===== src/rtl/xmem_pkg.sv =====
package xmem_pkg;
  typedef enum logic [1:0] {
    OP_LIT = 2'b00,
    OP_XRD = 2'b01,
    OP_XWR = 2'b10,
    OP_RSV = 2'b11
  } xop_e;

  typedef enum logic [2:0] {
    PH_IDLE, PH_T1, PH_T2, PH_T3, PH_T4
  } phase_e;

  localparam logic [3:0] GRP_LIT = 4'b1100;
endpackage


===== src/rtl/xmem_decode.sv =====
module xmem_decode
  import xmem_pkg::*;
#(
  parameter int INSTR_W = 14,
  parameter int ADDR_W  = 8
) (
  input  logic               valid_i,
  input  logic [INSTR_W-1:0] instr_i,
  output logic               xrd_o,
  output logic               xwr_o,
  output logic [ADDR_W-1:0]  addr_o
);
  logic [3:0] grp;
  xop_e       sub;
  logic       in_grp;

  assign grp    = instr_i[INSTR_W-1 -: 4];
  assign sub    = xop_e'(instr_i[INSTR_W-5 -: 2]);
  assign in_grp = valid_i && (grp == GRP_LIT);
  assign xrd_o  = in_grp && (sub == OP_XRD);
  assign xwr_o  = in_grp && (sub == OP_XWR);
  assign addr_o = instr_i[ADDR_W-1:0];
endmodule


===== src/rtl/xmem_seq.sv =====
module xmem_seq
  import xmem_pkg::*;
#(
  parameter int DATA_W = 8
) (
  input  logic              clk_i,
  input  logic              rst_ni,
  input  logic              xrd_i,
  input  logic              xwr_i,
  input  logic [DATA_W-1:0] addr_i,
  input  logic [DATA_W-1:0] wdata_i,
  input  logic [DATA_W-1:0] bus_in_i,
  output phase_e            phase_o,
  output logic              is_read_o,
  output logic [DATA_W-1:0] addr_o,
  output logic [DATA_W-1:0] wdata_o,
  output logic [DATA_W-1:0] rdata_o
);
  phase_e phase_q, phase_d;
  logic   start;

  assign start = (phase_q == PH_IDLE) && (xrd_i || xwr_i);

  always_comb begin
    unique case (phase_q)
      PH_IDLE: phase_d = start ? PH_T1 : PH_IDLE;
      PH_T1:   phase_d = PH_T2;
      PH_T2:   phase_d = PH_T3;
      PH_T3:   phase_d = PH_T4;
      default: phase_d = PH_IDLE;
    endcase
  end

  always_ff @(posedge clk_i or negedge rst_ni) begin
    if (!rst_ni) begin
      phase_q   <= PH_IDLE;
      is_read_o <= 1'b0;
      addr_o    <= '0;
      wdata_o   <= '0;
      rdata_o   <= '0;
    end else begin
      phase_q <= phase_d;
      if (start) begin
        is_read_o <= xrd_i;
        addr_o    <= addr_i;
        wdata_o   <= wdata_i;
      end
      // capture at the close of T3
      if (phase_q == PH_T3 && is_read_o) rdata_o <= bus_in_i;
    end
  end

  assign phase_o = phase_q;

  assert_done_pulse_R9: assert property (@(posedge clk_i) disable iff (!rst_ni)
    (phase_q == PH_T4) |=> (phase_q != PH_T4));
  assert_no_restart_R9: assert property (@(posedge clk_i) disable iff (!rst_ni)
    (phase_q != PH_IDLE && phase_q != PH_T4) |=> (phase_q != PH_T1));
endmodule


===== src/rtl/xmem_pin_mux.sv =====
module xmem_pin_mux #(
  parameter int PA_W    = 4,
  parameter int DATA_W  = 8,
  parameter int ALE_PIN = 3,
  parameter int RW_PIN  = 2,
  parameter int CS_PIN  = 1
) (
  input  logic              active_i,
  input  logic              ale_i,
  input  logic              rw_i,
  input  logic              cs_n_i,
  input  logic              bus_oe_i,
  input  logic [DATA_W-1:0] bus_val_i,
  input  logic [PA_W-1:0]   pa_out_i,
  input  logic [PA_W-1:0]   pa_oe_i,
  input  logic [DATA_W-1:0] pb_out_i,
  input  logic [DATA_W-1:0] pb_oe_i,
  output logic [PA_W-1:0]   pa_o,
  output logic [PA_W-1:0]   pa_oe_o,
  output logic [DATA_W-1:0] pb_o,
  output logic [DATA_W-1:0] pb_oe_o
);
  for (genvar i = 0; i < PA_W; i++) begin : g_pa
    if (i == ALE_PIN) begin : g_ale
      assign pa_o[i]    = active_i ? ale_i : pa_out_i[i];
      assign pa_oe_o[i] = active_i | pa_oe_i[i];
    end else if (i == RW_PIN) begin : g_rw
      assign pa_o[i]    = active_i ? rw_i : pa_out_i[i];
      assign pa_oe_o[i] = active_i | pa_oe_i[i];
    end else if (i == CS_PIN) begin : g_cs
      assign pa_o[i]    = active_i ? cs_n_i : pa_out_i[i];
      assign pa_oe_o[i] = active_i | pa_oe_i[i];
    end else begin : g_gpio
      assign pa_o[i]    = pa_out_i[i];
      assign pa_oe_o[i] = pa_oe_i[i];
    end
  end

  assign pb_o    = active_i ? bus_val_i : pb_out_i;
  assign pb_oe_o = active_i ? {DATA_W{bus_oe_i}} : pb_oe_i;
endmodule


===== src/rtl/xmem_bus_ctrl.sv =====
module xmem_bus_ctrl
  import xmem_pkg::*;
#(
  parameter int INSTR_W = 14,
  parameter int DATA_W  = 8,
  parameter int PA_W    = 4,
  parameter int ALE_PIN = 3,
  parameter int RW_PIN  = 2,
  parameter int CS_PIN  = 1
) (
  input  logic               clk_i,
  input  logic               rst_ni,
  input  logic               instr_valid_i,
  input  logic [INSTR_W-1:0] instr_i,
  input  logic [DATA_W-1:0]  w_i,
  output logic               busy_o,
  output logic               done_o,
  output logic               w_load_o,
  output logic [DATA_W-1:0]  w_data_o,
  input  logic [PA_W-1:0]    pa_out_i,
  input  logic [PA_W-1:0]    pa_oe_i,
  output logic [PA_W-1:0]    pa_o,
  output logic [PA_W-1:0]    pa_oe_o,
  input  logic [DATA_W-1:0]  pb_out_i,
  input  logic [DATA_W-1:0]  pb_oe_i,
  output logic [DATA_W-1:0]  pb_o,
  output logic [DATA_W-1:0]  pb_oe_o,
  input  logic [DATA_W-1:0]  pb_pad_i
);
  logic              xrd, xwr, is_read, active, ale, bus_oe;
  logic [DATA_W-1:0] dec_addr, addr_q, wdata_q, rdata_q, bus_val;
  phase_e            phase;

  xmem_decode #(.INSTR_W(INSTR_W), .ADDR_W(DATA_W)) u_dec (
    .valid_i (instr_valid_i),
    .instr_i (instr_i),
    .xrd_o   (xrd),
    .xwr_o   (xwr),
    .addr_o  (dec_addr)
  );

  xmem_seq #(.DATA_W(DATA_W)) u_seq (
    .clk_i     (clk_i),
    .rst_ni    (rst_ni),
    .xrd_i     (xrd),
    .xwr_i     (xwr),
    .addr_i    (dec_addr),
    .wdata_i   (w_i),
    .bus_in_i  (pb_pad_i),
    .phase_o   (phase),
    .is_read_o (is_read),
    .addr_o    (addr_q),
    .wdata_o   (wdata_q),
    .rdata_o   (rdata_q)
  );

  assign active  = (phase != PH_IDLE);
  assign ale     = (phase == PH_T1);
  assign bus_oe  = ale || (!is_read && (phase == PH_T2 || phase == PH_T3));
  assign bus_val = ale ? addr_q : wdata_q;

  xmem_pin_mux #(
    .PA_W(PA_W), .DATA_W(DATA_W),
    .ALE_PIN(ALE_PIN), .RW_PIN(RW_PIN), .CS_PIN(CS_PIN)
  ) u_mux (
    .active_i  (active),
    .ale_i     (ale),
    .rw_i      (is_read),
    .cs_n_i    (!active),
    .bus_oe_i  (bus_oe),
    .bus_val_i (bus_val),
    .pa_out_i  (pa_out_i),
    .pa_oe_i   (pa_oe_i),
    .pb_out_i  (pb_out_i),
    .pb_oe_i   (pb_oe_i),
    .pa_o      (pa_o),
    .pa_oe_o   (pa_oe_o),
    .pb_o      (pb_o),
    .pb_oe_o   (pb_oe_o)
  );

  assign busy_o   = active;
  assign done_o   = (phase == PH_T4);
  assign w_load_o = done_o && is_read;
  assign w_data_o = rdata_q;

  assert_reserved_idle_R1: assert property (@(posedge clk_i) disable iff (!rst_ni)
    (!busy_o && instr_valid_i && instr_i[INSTR_W-1 -: 4] == GRP_LIT &&
     instr_i[INSTR_W-5 -: 2] == 2'b11) |=> !busy_o);
  assert_ale_addr_R2: assert property (@(posedge clk_i) disable iff (!rst_ni)
    pa_o[ALE_PIN] && busy_o |-> (&pb_oe_o));
  assert_ale_single_R3: assert property (@(posedge clk_i) disable iff (!rst_ni)
    (busy_o && pa_o[ALE_PIN]) |=> !pa_o[ALE_PIN]);
  assert_rw_stable_R4: assert property (@(posedge clk_i) disable iff (!rst_ni)
    (busy_o && !pa_o[ALE_PIN]) |-> $stable(pa_o[RW_PIN]));
  assert_cs_low_R5: assert property (@(posedge clk_i) disable iff (!rst_ni)
    busy_o |-> (!pa_o[CS_PIN] && pa_oe_o[CS_PIN]));
  assert_read_release_R8: assert property (@(posedge clk_i) disable iff (!rst_ni)
    (busy_o && pa_o[RW_PIN] && !pa_o[ALE_PIN]) |-> (pb_oe_o == '0));
endmodule


===== config.mk =====
export PLATFORM = sky130hd
export DESIGN_NAME = xmem_bus_ctrl
export DESIGN_NICKNAME = d
export VERILOG_FILES = /design/src/rtl/xmem_pkg.sv /design/src/rtl/xmem_decode.sv /design/src/rtl/xmem_seq.sv /design/src/rtl/xmem_pin_mux.sv /design/src/rtl/xmem_bus_ctrl.sv
export SDC_FILE = /design/constraint.sdc
export NUM_CORES = 1
export LEC_CHECK = 0
export ABC_AREA = 1
export BUFFER_PORTS_ARGS = -buffer_cell sky130_fd_sc_hd__buf_2
export CORE_ASPECT_RATIO = 0.9
export CORE_MARGIN = 3
export CORE_UTILIZATION = 35
export CTS_CLUSTER_SIZE = 14
export DETAILED_ROUTE_END_ITERATION = 6
export GPL_TIMING_DRIVEN = 0
export PLACE_DENSITY = 0.65
export SLEW_MARGIN = 20
export SYNTH_ARGS = -nofsm -noshare
export SYNTH_HDL_FRONTEND = slang
export SYNTH_HIERARCHICAL = 1
export SYNTH_SLANG_ARGS = --single-unit
export TNS_END_PERCENT = 10

===== constraint.sdc =====
create_clock -name clk_i -period 4.05 [get_ports clk_i]
set_clock_uncertainty 0.1 [all_clocks]
set_input_delay 0.2025 -clock clk_i [delete_from_list [all_inputs] [get_ports clk_i]]
set_output_delay 0.2025 -clock clk_i [all_outputs]
set_load 0.02 [all_outputs]

---- Word-level counts from Yosys, hierarchy flattened ----
Index checks and enable logic that the tools add are counted.
word-level totals
  input port bits ......................... 57
  word-level logic and storage cells ...... 37
  register bits after elaboration ......... 28
operators by class
  muxes and demuxes ....................... 8
  reductions and logical operators ........ 14
  equal/unequal tests ..................... 7
  bitwise logic cells ..................... 3
operator list
  operator              count
  $mux W8               3
  $pmux W3 S4           1
  $logic_and A1 B1 Y1   7
  $eq A3 B2 Y1 const B  2
  $eq A4 B4 Y1 const B  1
  $mux W1               4
  $eq A3 B1 Y1 const B  1
  $eq A3 B3 Y1 const B  1
  $logic_not A3 Y1      1
  $logic_or A1 B1 Y1    3
  $or A1 B1 Y1          3
  $reduce_bool A3 Y1    1
  $eq A2 B1 Y1 const B  1
  $eq A2 B2 Y1 const B  1
  $logic_not A1 Y1      2

---- Longest topological paths before layout ----
Gate-level depths: netlist of run 1.
  word-level depth ........................ 7
  gate-level depth with buffers ........... 10

---- By module ----
The synthesis of run 1 kept the hierarchy.
modules (own cells, without submodules)
  module         sequential area each (µm²)  times used  area each (µm²)  cells an instance
  xmem_seq       700.7                       1           1,153.6          121
  xmem_pin_mux   0.0                         1           241.5            58
  xmem_bus_ctrl  0.0                         1           210.2            39
  xmem_decode    0.0                         1           100.1            18

---- Least setup slack after synthesis of run 1 ----
No wires, ideal clock.
  path kind ............................... register -> output
  start point ............................. register u_seq.phase_q[1] (netlist: u_seq/phase_o[1])
  end point ............................... output port pb_o[3]
  slack ................................... 2.424 ns
  buffers on the path ..................... 1
  data required time ...................... 3.748 ns
  arrival time ............................ 1.323 ns
  cell stages (with the launch flop) ...... 9
  cells stage by stage .................... dfrtp_1 -> inv_4 -> nand2_2 -> nor2_2 -> inv_2 -> inv_2 -> buf_6 -> nand2_1 -> nand2_1
on the way
  elaborated cells between the ends (all ways) .. 4
RTL lines
  element                   RTL line             text
  start: declaration        xmem_seq.sv:19       phase_e phase_q, phase_d;
  start signal: assignment  xmem_seq.sv:42       phase_q <= phase_d;
  $reduce_bool A3 Y1        xmem_bus_ctrl.sv:57  assign active = (phase != PH_IDLE);
  via busy_o                xmem_bus_ctrl.sv:16  output logic busy_o,
  $mux W8                   xmem_pin_mux.sv:39   assign pb_o = active_i ? bus_val_i : pb_out_i;
  end: declaration          xmem_bus_ctrl.sv:26  output logic [DATA_W-1:0] pb_o,
The timed path passes the listed nets, and every way through them passes these cells.

---- Worst setup path after layout of run 1 ----
  start point ............................. register u_seq.phase_q[1] (netlist: u_seq/phase_o[1])
  end point ............................... output port pb_o[5]
on the way
  word-level cells in the longest chain between the ends .. 3
  elaborated cells between the ends (all ways) .. 4
RTL lines
  element       RTL line             text
  $eq A3 B1 Y1  xmem_bus_ctrl.sv:58  assign ale = (phase == PH_T1);
  $mux W8       xmem_bus_ctrl.sv:60  assign bus_val = ale ? addr_q : wdata_q;
  $mux W8 *     xmem_pin_mux.sv:39
Mark *: on every way between the ends. The rest lies on a longest branch, timed or not.

==> impl_metrics.yaml, run 1 <==
routing:
  wirelength_mm: 4.349
  via_per_inst: 4.591
  num_vias: 1763
  ant_nets: 0
  drc: 0
  wire_per_inst_um: 11.33
  firstDrtPassIters: 4
  first_iter_violations: 54
yosys:
  synth_seq_area_share: 0.4109
  syn_inst: 236
  synth_top_area_cell: "dfrtp_1"
  avgSynthCellArea_sq_um: 7.226
  yosysUniqueCellTypes: 20
  synthesis.nets: 293
  synthTopCellsByArea: "dfrtp_1, nand2_1, nand4_1, buf_4, nand3_1"
  synth_top_area_share: 0.4109
  synth_area_sq_um: 1705
  synth_warnings: 6
  ys_seq_elements: 28
grt:
  antenna_found_initial: 0
  grt_util_all_layers: 0.1513
  grt_overflow: 0
  grt_pass1_vias: 1660
  grt_pass1_wl_mm: 7.044
  grt_max_degree: 29
cts:
  clk_pin_slew_worst_paths_ns: 0.09
  postCtsSetupRepairBufs: 0
  h-tree-depth: 1
  cts_resized: 0
  clock-root-buffer: "clkbuf_8"
  cts-buffers-inserted: 3
  cts-hold-fix-buffers: 1
  clock_sinks: 28
  clock_latency_ns: 0.27
  cts_tree: "yes"
  cts_buffer_depth: 2
final_layout:
  antennaDiodeCount: 0
  syn_to_final_growth_pct: 33.09
  fin_nets: 380
  layout_common_cells: "nand2_1, buf_2, dfrtp_1"
  final_cells: 384
  fin_util: 0.4960
  layout_commonest_cell: "nand2_1"
  layout-drive-gt1-share: 0.3758
sta:
  period_share: 0.5252
  hold_ws_ns: 0.06687
  fin_tns_setup_ns: 0
  final.min_clock_period_ns: 2.127
  fmax_mhz: 470.2
  worstMarginPinSlew_ns: 0.6057
  drv_slew: 0
  grt_setup_unrepaired: "no"
  hold_violations: 0
  slew_headroom: 0.5962
  setup_viol: 0
floorplanning:
  dieWidth_um: 79.58
  die-area_sq_um: 5747
  pin_count: 92
  rows: 23
  die_h_um: 72.22
  start_util: 0.3727
  coreArea_sq_um: 4576
critical_path:
  timing.rr.start: "u_seq/phase_o[2]"
  cp.required_ns: 3.75
  r2r_slack_ns: 2.54
  cp-end-kind: "output port"
  max_stage_delay_ns: 0.48
  start_kind: "flip-flop"
  worstPathArrival_ns: 1.82
  crit_chain: "inv_4, nand2_2, nor2_2, inv_2, inv_2, buf_6, nand2_1, nand2_1, buf_2"
  critPathMaxFanout: 10
  slowest_stage: "dfrtp_1"
  crit_start: "u_seq/phase_o[1]"
  critPathKind: "flip-flop to output port"
run:
  max_cap_viol_count: 0
outcome:
  status: "completed"
pwr:
  pwr_density_cell_nw_per_um2: 643.9
  p_leak_nw: 1.313
  ir_worst_vdd_uv: 305.1
hold_path:
  hp-class: "primary input to flip-flop"
  hp-start: "pb_pad_i[7]"
placed_design:
  dp_hpwl_mm: 3.419
  port_buffers: 81
  place_inst: 379
  place.gp.congestion: 0.8100
-- worst paths after layout --
check / endpoint / cells after the start
max: pb_o[5] / 9
min: u_seq/rdata_o[7] / 3
max reg2reg: u_seq/wdata_o[0] / 5
min reg2reg: u_seq/rdata_o[1] / 2
max in group asynchronous: u_seq/addr_o[0] / 2
min in group asynchronous: u_seq/rdata_o[3] / 2
-- sequential cells by signal, indices dropped and copies added, names as in the netlist --
register,count
u_seq/addr_o,8
u_seq/is_read_o,1
u_seq/phase_o,3
u_seq/rdata_o,8
u_seq/wdata_o,8
-- power breakdown --
group          internal (W)  switching, W  total (W)
combinational      0.000279      0.000580   0.000859
clock              0.000132     0.0000796   0.000212
sequential         0.000342     0.0000498   0.000391
-- area by class of cell --
class	instances	area, sq um
Fill cell	485	2306
Sequential cell	28	700.7
Inverter	12	47.55
Multi-Input combinational cell	177	810.8
Timing Repair Buffer	82	415.4
Tap cell	62	77.57
Buffer	19	146.4
Clock buffer	3	41.29
Clock inverter	1	30.03
-- per-layer routing --
| metal | track usage | wire length, um | part of all wire | vias up |
|---|---|---|---|---|
| met5 | 0 | 0 | 0 | - |
| met3 | 0.02481 | 362 | 0.083 | 4 |
| met4 | 0.04008 | 45 | 0.010 | 0 |
| met1 | 0.1789 | 1879 | 0.43 | 770 |
| li1 | - | - | - | 924 |
| met2 | 0.2827 | 2061 | 0.47 | 65 |
-- critical path, delay by kind of cell, from the launching register on --
kind	cells	cell delay [ns]
AND/OR/NAND/NOR	4	0.33
flip-flops	1	0.48
buffers and inverters	5	0.75
-- through the flow --
step / area (sq um) / setup WS [ns] / total power [W]
3_5_place_dp: 2188 / 2.195 / 0.001265
3_3_place_gp: 2188 / 2.225 / 0.001256
5_1_grt: 2270 / 1.764 / 0.001578
4_1_cts: 2270 / 1.880 / 0.001481
2_1_floorplan: 1705 / 2.424 / 0.001006
6_report: 2270 / 1.923 / 0.001462
-- Yosys cell counts --
| master | number |
|---|---|
| nor3_2 | 1 |
| buf_4 | 11 |
| nand4_1 | 25 |
| nand3_1 | 9 |
| nor2_2 | 1 |
| nor2_1 | 5 |
| buf_2 | 3 |
| nand2_2 | 3 |
| nand2_1 | 124 |
| buf_6 | 4 |
| nand3_4 | 2 |
| inv_2 | 5 |
| inv_1 | 6 |
| dfrtp_1 | 28 |
| or2_2 | 3 |
| inv_4 | 1 |
| nand3b_1 | 1 |
| or2_0 | 1 |
| clkbuf_1 | 1 |
| nor2_4 | 2 |
-- cells by family (layout without fill, tap and decap cells) --
logic type	Yosys count	after routing	synth area share
buf+inv	31	117	0.1137
flops	28	28	0.4109
simple gates	177	177	0.4754
Power figures use the tool's default switching activity.
==> run 2, diff against run 1 <==
--- a/config.mk
+++ b/config.mk
@@ -13,7 +13,7 @@
 export CTS_CLUSTER_SIZE = 14
 export DETAILED_ROUTE_END_ITERATION = 6
 export GPL_TIMING_DRIVEN = 0
-export PLACE_DENSITY = 0.65
+export PLACE_DENSITY = 0.68
 export SLEW_MARGIN = 20
 export SYNTH_ARGS = -nofsm -noshare
 export SYNTH_HDL_FRONTEND = slang
==> constraint.sdc (replaced) <==
create_clock -name clk_i -period 1.9 [get_ports clk_i]
set_clock_uncertainty 0.1 [all_clocks]
set_input_delay 0.095 -clock clk_i [delete_from_list [all_inputs] [get_ports clk_i]]
set_output_delay 0.095 -clock clk_i [all_outputs]
set_load 0.02 [all_outputs]
==> impl_metrics.yaml, run 2 (synthesis results as in run 1) <==
pwr:
  power_switching_w: 0.001602
  p_leak_nw: 1.434
  ir_worst_vdd_uv: 786.1
  pwr_density_cell_nw_per_um2: 1277
  comb_power_share: 0.653
  p_seq_frac: 0.253
  pwr-share-clk: 0.094
  p_int_w: 0.001666
  netSwitchingFraction: 0.4902
sta:
  slew_headroom: 0.5801
  final.min_clock_period_ns: 1.808
  worstMarginPinSlew_ns: 0.6299
  drv_slew: 0
  hold_violations: 0
  worst_slack_ns: 0.09234
  fmax_mhz: 553.2
  setup_viol: 0
  fin_tns_setup_ns: 0
  period_share: 0.9514
grt:
  grt_overflow: 0
  busiest_layer: "met2"
  grt_pass1_vias: 1716
  grt_util_all_layers: 0.1642
  grt_use_met1: 0.2065
  grt_max_degree: 29
  antenna_found_initial: 0
  grt.met2_usage: 0.2975
  gr-usage-met3: 0.02109
  grt_pass1_wl_mm: 7.603
placed_design:
  dp_hpwl_mm: 3.444
  place.gp.congestion: 0.7806
  port_buffers: 81
  place_worst_setup_slack_ns: 0.1183
  place_inst: 379
cts:
  clock_sinks: 28
  h-tree-depth: 1
  clk_pin_slew_worst_paths_ns: 0.09
  clock_latency_ns: 0.26
  cts-buffers-inserted: 3
  cts_buffer_depth: 2
  cts_tree: "yes"
  clock-root-buffer: "clkbuf_8"
final_layout:
  layout_common_cells: "nand2_1, buf_2, dfrtp_1"
  syn_to_final_growth_pct: 50.04
  final_cells: 413
  layout_commonest_cell: "nand2_1"
  nFillCells: 461
  reg_top3: "u_seq/addr_o x8, u_seq/rdata_o x8, u_seq/wdata_o x8"
  fin_nets: 410
  layout-drive-gt1-share: 0.3675
  antennaDiodeCount: 0
hold_path:
  hp-class: "primary input to flip-flop"
  hp-start: "w_i[1]"
routing:
  via_per_inst: 4.608
  first_iter_violations: 95
  num_vias: 1903
  firstDrtPassIters: 4
  wirelength_mm: 4.924
  wire_per_inst_um: 11.92
  ant_nets: 0
  drc: 0
floorplanning:
  die_h_um: 72.22
  rows: 23
  start_util: 0.3727
  pin_count: 92
  die-area_sq_um: 5747
  dieWidth_um: 79.58
  coreArea_sq_um: 4576
critical_path:
  worstPathArrival_ns: 1.61
  crit_start: "u_seq/phase_o[0]"
  critPathKind: "flip-flop to output port"
  critPathMaxFanout: 10
  cp.required_ns: 1.70
  cp-end-kind: "output port"
  timing.rr.start: "u_seq/phase_o[1]"
  start_kind: "flip-flop"
outcome:
  status: "completed"
run:
  max_cap_viol_count: 0
-- run 2: cell count changes in the layout (fill, tap and decap cells not counted), sizes merged --
cell | before | now
inv | 12 | 11
clkinv | 0 | 1
dlygate4sd3 | 1 | 24
bufinv | 1 | 0
buf | 99 | 106
-- run 2: area by class of cell --
class | instances | area [sq um] | area share
Sequential cell | 28 | 703.2 | 0.2748
Timing Repair Buffer | 112 | 710.7 | 0.2778
Tap cell | 62 | 77.57 | 0.03032
Buffer | 19 | 152.6 | 0.05966
Multi-Input combinational cell | 177 | 815.8 | 0.3188
Inverter | 12 | 57.56 | 0.02249
Clock buffer | 3 | 41.29 | 0.01614
-- run 2: layer usage --
| metal | vias to the layer above | part of all wire |
|---|---|---|
| li1 | 977 | - |
| met1 | 856 | 0.43 |
| met2 | 66 | 0.49 |
| met3 | 4 | 0.069 |
| met4 | 0 | 0.0069 |
| met5 | - | 0 |
-- run 2: final timing paths --
path | depth (start not counted) | slack, ns | to
setup reg to reg | 6 | 0.29 | u_seq/wdata_o[1]
hold reg to reg | 2 | 0.37 | u_seq/rdata_o[5]
max in group asynchronous | 2 | 0.98 | u_seq/phase_o[2]
setup / recovery | 10 | 0.09 | pb_oe_o[1]
min in group asynchronous | 2 | 0.28 | u_seq/rdata_o[0]
hold / removal | 3 | 0.05 | u_seq/wdata_o[1]
-- run 2: stage by stage --
stage	power [W]	util	cell area (sq um)	hold slack [ns]
floorplan	0.002144	-	1705	-0.3006
global placement	0.002682	0.4783	2188	0.04571
detailed placement	0.002712	0.4783	2188	0.04678
CTS	0.003155	0.5474	2505	0.04160
global route	0.003509	0.5592	2559	0.04542
finish	0.003268	0.5592	2559	0.05414
-- run 2: worst max-delay path, cell delays in order, from the launching register on --
cell      delay (ns)
dfrtp_1         0.41
buf_6           0.14
inv_2           0.04
nand2_2         0.07
nor2_4          0.12
inv_4           0.07
clkinv_4        0.08
buf_8           0.14
nand2_1         0.06
nand2_1         0.07
buf_4           0.15
-- run 2: power groups by stage --
stage	registers [W]	logic, W	clock network (W)
5_1_grt	0.000845	0.00232	0.000339
6_report	0.000827	0.00213	0.000307
4_1_cts	0.000822	0.00202	0.000315
3_3_place_gp	0.000842	0.00184	0
3_5_place_dp	0.000846	0.00187	0
2_1_floorplan	0.000831	0.00131	0
-- run 2: what timing repair did --
item                                   4_1_cts  5_1_grt
setup endpoints to repair                   16       21
endpoints found under the hold margin       51        0
resized for setup                            8        7
buffers inserted                             2        5
hold buffers                                24        0
